<file path="src/rtl/irq_split_pkg.sv">
package irq_split_pkg;
   localparam int WORD_W  = 32;
   localparam int HALF_W  = WORD_W / 2;
   localparam int GIE_BIT = WORD_W - 1;
   localparam int SUM_BIT = HALF_W - 1;
   localparam int EN_LSB  = HALF_W;
   localparam int MAX_SRC = HALF_W - 1;

   typedef enum logic {
      MASK_CLEAR = 1'b0,
      MASK_SET   = 1'b1
   } mask_op_e;
endpackage

</file>
<file path="src/rtl/irq_flag_bank.sv">
module irq_flag_bank #(
   parameter int N = 15
) (
   input  logic         clk,
   input  logic         rst_n,
   input  logic [N-1:0] set_i,
   input  logic [N-1:0] clr_i,
   output logic [N-1:0] flag_o
);
   for (genvar g = 0; g < N; g++) begin : g_flag
      always_ff @(posedge clk or negedge rst_n) begin
         if (!rst_n)
            flag_o[g] <= 1'b0;
         else if (set_i[g])
            flag_o[g] <= 1'b1;
         else if (clr_i[g])
            flag_o[g] <= 1'b0;
      end
   end
endmodule

</file>
<file path="src/rtl/irq_mask_reg.sv">
module irq_mask_reg
   import irq_split_pkg::*;
#(
   parameter int N = 15
) (
   input  logic         clk,
   input  logic         rst_n,
   input  logic         wr_i,
   input  mask_op_e     op_i,
   input  logic [N-1:0] sel_i,
   output logic [N-1:0] en_o,
   output logic         gie_o
);
   always_ff @(posedge clk or negedge rst_n) begin
      if (!rst_n) begin
         en_o  <= '0;
         gie_o <= 1'b0;
      end else if (wr_i) begin
         gie_o <= (op_i == MASK_SET);
         if (op_i == MASK_SET)
            en_o <= en_o | sel_i;
         else
            en_o <= en_o & ~sel_i;
      end
   end
endmodule

</file>
<file path="src/rtl/irq_split_ctrl.sv">
module irq_split_ctrl
   import irq_split_pkg::*;
#(
   parameter int NSRC    = 15,
   parameter bit IRQ_REG = 1'b0
) (
   input  logic              clk,
   input  logic              rst_n,
   input  logic [NSRC-1:0]   src_i,
   input  logic              wr_en,
   input  logic [WORD_W-1:0] wr_data,
   output logic [WORD_W-1:0] rd_data,
   output logic              irq_o
);
   if (NSRC < 1 || NSRC > MAX_SRC) begin : g_bad_nsrc
      $error("NSRC must lie in 1..%0d", MAX_SRC);
   end

   logic [NSRC-1:0] flags;
   logic [NSRC-1:0] enables;
   logic            gie;
   logic [NSRC-1:0] ack_vec;
   mask_op_e        op;
   logic            req_now;
   logic            unused_wbits;

   assign ack_vec = wr_en ? wr_data[NSRC-1:0] : '0;
   assign op      = wr_data[GIE_BIT] ? MASK_SET : MASK_CLEAR;
   assign unused_wbits = &{1'b0, wr_data};

   irq_flag_bank #(.N(NSRC)) u_flags (
      .clk    (clk),
      .rst_n  (rst_n),
      .set_i  (src_i),
      .clr_i  (ack_vec),
      .flag_o (flags)
   );

   irq_mask_reg #(.N(NSRC)) u_mask (
      .clk   (clk),
      .rst_n (rst_n),
      .wr_i  (wr_en),
      .op_i  (op),
      .sel_i (wr_data[EN_LSB +: NSRC]),
      .en_o  (enables),
      .gie_o (gie)
   );

   assign req_now = gie & (|(flags & enables));

   if (IRQ_REG) begin : g_irq_ff
      always_ff @(posedge clk or negedge rst_n) begin
         if (!rst_n) irq_o <= 1'b0;
         else        irq_o <= req_now;
      end
   end else begin : g_irq_comb
      assign irq_o = req_now;
   end

   always_comb begin
      rd_data                  = '0;
      rd_data[GIE_BIT]         = gie;
      rd_data[EN_LSB +: NSRC]  = enables;
      rd_data[SUM_BIT]         = |flags;
      rd_data[NSRC-1:0]        = flags;
   end
endmodule

</file>
<file path="config.mk">
export PLATFORM = sky130hd
export DESIGN_NAME = irq_split_ctrl
export DESIGN_NICKNAME = d
export VERILOG_FILES = /design/src/rtl/irq_split_pkg.sv /design/src/rtl/irq_flag_bank.sv /design/src/rtl/irq_mask_reg.sv /design/src/rtl/irq_split_ctrl.sv
export SDC_FILE = /design/constraint.sdc
export NUM_CORES = 1
export LEC_CHECK = 0
export ABC_AREA = 0
export BUFFER_PORTS_ARGS = -buffer_cell sky130_fd_sc_hd__buf_4
export CAP_MARGIN = 0
export CORE_MARGIN = 2
export CORE_UTILIZATION = 25
export DETAILED_ROUTE_END_ITERATION = 7
export PLACE_DENSITY = 0.6
export SLEW_MARGIN = 20
export SYNTH_ARGS = -nofsm -noshare
export SYNTH_HDL_FRONTEND = slang
export SYNTH_SLANG_ARGS = --single-unit
</file>
<file path="constraint.sdc">
create_clock -name clk -period 1.93 [get_ports clk]
set_clock_uncertainty 0.05 [all_clocks]
set_input_delay 0.386 -clock clk [delete_from_list [all_inputs] [get_ports clk]]
set_output_delay 0.386 -clock clk [all_outputs]
set_load 0.02 [all_outputs]
</file>
==> metrics.yaml, run 1 <==
critPathBufInv: 1
power_mw: 1.76
multi_input_area_um2: 522
rsz0062_at_grt: "true"
final_common_cell: "buf_4"
ir_drop_mv: 0.344
power_density_nw_per_um2: 828
min-delay-start: "src_i[9]"
fmax_ghz: 0.498
crit_family: "compound AO/OA/AOI/OAI gates"
first_pass_iters: 4
ys_ff_latch: 31
crit_chain: "a222oi_1, nand3_1, o21a_1, buf_6"
nets: 248
finalCritPeriodShare: 1.04
hold_class: "primary input to flop"
ioPinCount: 83
post-route-drc-count: 0
core_area_um2: 5110
dpl.hpwl_um: 2670
setup_violations: 1
grt-ovfl-total: 0
postRouteAntennaNets: 0
grtUsageTotal: 0.126
drt_wl_total_um: 3620
violations: "setup timing"
wl_per_cell_um: 13.4
grt_max_degree: 32
globalplace.congestion: 0.693
dieHeight_um: 76.6
cts.sinks: 31
slew_viol_final: 0
diodes: 0
io_buffers: 81
die_area_um2: 5860
worstMarginPinSlew_ns: 0.405
syn_inst: 112
fin_crit_ns: 2.01
placed_area_um2: 1980
worstPathMaxFanout: 2
worst_slack_ns: -0.0774
antenna_found_initial: 0
drive_gt1_frac: 0.472
final_area_um2: 2120
status: "complete, but fails checks"
cp-start-kind: "flop"
die_width_um: 76.6
start_util: 0.258
syn_avg_cell_area_um2: 11.8
synth_cell_type_count: 15
grt_pass1_vias: 1135
rows: 26
timing.final.hold_violations: 0
final_cell_mix: "buf_4, dfrtp_1, nand2_1"
drt_iter0_markers: 32
crit_required_ns: 1.49
clk_latency_ns: 0.28
end_kind: "output pin"
netlist_area_um2: 1320
hold_slack_ns: 0.225
cts_tree: "yes"
viasPerCell: 4.38
syn_nets: 162
crit_start: "u_flags.flag_o[4]$_DFFE_PN0P_"
area_growth_pct: 61.2
maxCapViolCount: 0
power.leakage_nw: 1.00
cts_root_buf: "clkbuf_8"
cts_buffers: 5
h-tree-depth: 2
cts_buffer_depth: 2
grt_pass1_wl_um: 5800
nFillCells: 524
cts.reportedPaths.clkPinSlew_ns: 0.06
cp_slowest_cell: "a222oi_1"
ys_warn_count: 0
critPathKind: "flop to output pin"
relSlewSlack: 0.730
ys_seq_area_frac: 0.589
regArea_um2: 776
arrival_ns: 1.57
num_vias: 1177
max_stage_delay_ns: 0.44
-- logic make-up after synthesis --
group | Yosys count | synth area share
and+or+nand+nor | 37 | 0.117
DFF | 31 | 0.589
AOI/OAI and AO/OA | 23 | 0.133
muxes | 16 | 0.137
buffers and inverters | 5 | 0.0238
-- area by class of cell --
class,instances,area share
multi-input combinational,76,0.246
sequential,31,0.366
timing repair buffer,84,0.300
clock buffer,8,0.0472
tap,70,0.0413
-- metrics by stage --
stage | setup WS (ns) | util | cells | setup TNS (ns)
6_report | -0.0774 | 0.415 | 269 | -0.0774
5_1_grt | -0.153 | 0.415 | 269 | -0.153
4_1_cts | -0.0859 | 0.413 | 269 | -0.0859
3_5_place_dp | 0.200 | 0.388 | 258 | 0
3_3_place_gp | 0.205 | 0.388 | 258 | 0
2_1_floorplan | 0.371 | - | 112 | 0
-- path summary, 6_finish.rpt --
check | slack (ns) | cells past startpoint | endpoint
max | -0.08 | 4 | irq_o
min | 0.22 | 2 | u_flags.flag_o[9]$_DFFE_PN0P_
max reg2reg | 1.06 | 1 | flop
min reg2reg | 0.47 | 1 | flop
max in group asynchronous | 1.01 | 2 | u_flags.flag_o[11]$_DFFE_PN0P_
min in group asynchronous | 0.53 | 2 | u_flags.flag_o[8]$_DFFE_PN0P_
-- report_power, final --
part	internal, mW	leakage (nW)	switching [mW]	total [mW]
Sequential	0.720	0.338	0.0627	0.783
Combinational	0.218	0.613	0.200	0.417
Clock	0.325	0.0515	0.231	0.556
Total	1.26	1.00	0.493	1.76
-- synthesized netlist by cell type, drive strengths merged --
cell type  number  area share
nor3            1      0.0038
mux2           16        0.14
nor4            3       0.014
clkbuf          1      0.0028
nand2          30       0.086
buf             4       0.021
nand4           2      0.0095
nand3           1      0.0038
dfrtp          31        0.59
a21o           15       0.086
a222oi          1      0.0076
a22oi           6       0.034
o21a            1      0.0057
-- what timing repair did --
item | in CTS | in global routing
setup buffers | 2 | 0
setup endpoints to repair | 1 | 2
pin swaps | 2 | 0
gates resized for setup | 1 | 2
endpoints found under the hold margin | 31 | 0
hold buffers | 1 | 0
-- routing by layer --
| metal | part of all wire | up-vias | GRT usage |
|---|---|---|---|
| met5 | 0 | - | 0 |
| met2 | 0.44 | 53 | 0.186 |
| met4 | 0.014 | 0 | 0.0382 |
| li1 | - | 573 | - |
| met3 | 0.087 | 7 | 0.0604 |
| met1 | 0.46 | 544 | 0.164 |
(Power assumes the default switching activity.)
==> run 2, diff against run 1 <==
Settings changed: CORE_MARGIN 2 to default, MAX_ROUTING_LAYER from default to met4.
==> run 2 against run 1 <==
Against the previous run: the run still ends with setup timing left; sequential power about the same; clock power decreased by 18%; sequential share of layout area increased by 0.37 points; maximum frequency decreased by 0.11%; largest power group unchanged.
==> metrics.yaml, run 2 (synthesis results as in run 1) <==
power_frac_clock: 0.275  # -0.042
crit_required_ns: 1.49  # about the same
drt_iter0_markers: 17  # -47%
grt-ovfl-total: 0  # unchanged
hold_class: "primary input to flop"
die_width_um: 74.6  # -2.6%
cts.reportedPaths.clkPinSlew_ns: 0.06  # about the same
viasPerCell: 4.34  # -0.71%
power_density_nw_per_um2: 789  # -4.6%
crit_chain: "a222oi_1, nand3_1, o21a_1, buf_6"
post-route-drc-count: 0  # unchanged
critPathBufInv: 1  # unchanged
cts.sinks: 31  # unchanged
p_sw_uw: 481  # -2.6%
diodes: 0  # unchanged
drive_gt1_frac: 0.472  # about the same
max_stage_delay_ns: 0.44  # about the same
ir_drop_mv: 0.382  # +11%
fmax_ghz: 0.498  # -0.11%
cts_root_buf: "clkbuf_8"
slew_viol_final: 0  # unchanged
ioPinCount: 83  # unchanged
nFillCells: 538  # +2.7%
power.leakage_nw: 0.988  # -1.4%
h-tree-depth: 2  # unchanged
start_util: 0.259  # +0.00165
cts_tree: "yes"
relSlewSlack: 0.729  # -0.00104
final_common_cell: "buf_4"
drt_wl_total_um: 3600  # -0.61%
core_area_um2: 5070  # -0.64%
power_frac_comb: 0.252  # +0.014
maxCapViolCount: 0  # unchanged
antenna_found_initial: 0  # unchanged
grt_pass1_wl_um: 5250  # -9.5%
fin_crit_ns: 2.01  # +0.00216 ns
rows: 26  # unchanged
dpl.hpwl_um: 2610  # -2.1%
power_mw: 1.66  # -5.6%
grt_pass1_vias: 1080  # -4.8%
wl_per_cell_um: 13.5  # +0.14%
clk_latency_ns: 0.28  # about the same
nets: 248  # unchanged
cp-start-kind: "flop"
cts_buffer_depth: 2  # unchanged
crit_start: "u_flags.flag_o[4]$_DFFE_PN0P_"
end_kind: "output pin"
arrival_ns: 1.57  # about the same
worst_slack_ns: -0.0795  # -0.00216 ns
postRouteAntennaNets: 0  # unchanged
cts_buffers: 5  # unchanged
min-delay-start: "src_i[12]"
dp_cells: 258  # unchanged
globalplace.congestion: 0.654  # -5.6%
rsz0062_at_grt: "true"
worstMarginPinSlew_ns: 0.406  # +0.00156 ns
swShare: 0.290  # +0.00880
area_growth_pct: 59.6
post-place-ws_ns: 0.182  # -0.0181 ns
critPathKind: "flop to output pin"
setup_violations: 1  # unchanged
p_seq_frac: 0.473  # +0.027
finalCritPeriodShare: 1.04  # +0.00112
multi_input_area_um2: 528  # +1.2%
worstPathMaxFanout: 2  # unchanged
tns_ns: -0.0795  # -0.00216 ns
first_pass_iters: 7  # +3
intPower_mw: 1.18  # -6.7%
num_vias: 1160  # -1.4%
final_cell_mix: "buf_4, dfrtp_1, nand2_1"
grtUsageTotal: 0.137  # +0.0108
timing.final.hold_violations: 0  # unchanged
fin_util: 0.414  # -0.00153
die_area_um2: 5560  # -5.2%
status: "complete, but fails checks"
regArea_um2: 776  # unchanged
grt_max_degree: 32  # unchanged
cp_slowest_cell: "a222oi_1"
finalNonFillerCells: 267  # -0.74%
dieHeight_um: 74.6  # -2.6%
crit_family: "compound AO/OA/AOI/OAI gates"
io_buffers: 81  # unchanged
violations: "setup timing"
## run 2: cell types whose count changed in the layout (fill, tap and decap cells not counted)
cell	change
nor4_1	-1
nor4_2	+1
clkbuf_8	-2
## run 2: power by group through the flow
| stage | Clock [mW] | Sequential [mW] | Combinational [mW] |
|---|---|---|---|
| detailed placement | 0 | 0.796 | 0.416 |
| CTS | 0.480 | 0.783 | 0.425 |
| finish | 0.456 | 0.784 | 0.419 |
| global route | 0.511 | 0.794 | 0.451 |
| floorplan | 0 | 0.866 | 0.108 |
| global placement | 0 | 0.794 | 0.412 |
## run 2: what timing repair did
item                                    in CTS  in global routing
endpoints found under the setup margin       1                  2
buffers inserted                             2                  0
resized for setup                            1                  3
pin swaps                                    2                  0
hold buffers                                 1                  0
hold endpoints to repair                    29                  0
## run 2: cell type report
class	instances	share of cell area
well taps	70	0.0417
multi-input cells	76	0.251
flip-flops and latches	31	0.369
clock buffers	6	0.0345
repair buffers	84	0.303
## run 2: path summary, 6_finish.rpt
check / to / slack, ns / cells past startpoint
max: irq_o / -0.08 / 4
min: u_flags.flag_o[12]$_DFFE_PN0P_ / 0.23 / 2
max reg2reg: flop / 1.06 / 1
min reg2reg: flop / 0.48 / 1
max in group asynchronous: asynchronous set/reset pin / 1.01 / 2
min in group asynchronous: u_flags.flag_o[8]$_DFFE_PN0P_ / 0.52 / 2
## run 2: per-stage QoR
step / hold WS (ns) / cell area (µm²)
2_1_floorplan: 0.0404 / 1320
3_3_place_gp: 0.298 / 1980
4_1_cts: 0.223 / 2080
3_5_place_dp: 0.299 / 1980
6_report: 0.228 / 2100
5_1_grt: 0.222 / 2100
## run 2: metal layers
metal / part of all wire / track usage / vias to the layer above
li1: - / - / 565
met1: 0.45 / 0.169 / 539
met2: 0.47 / 0.205 / 52
met3: 0.075 / 0.0583 / 4
met4: 0.0070 / 0.0377 / 0
met5: 0 / - / -
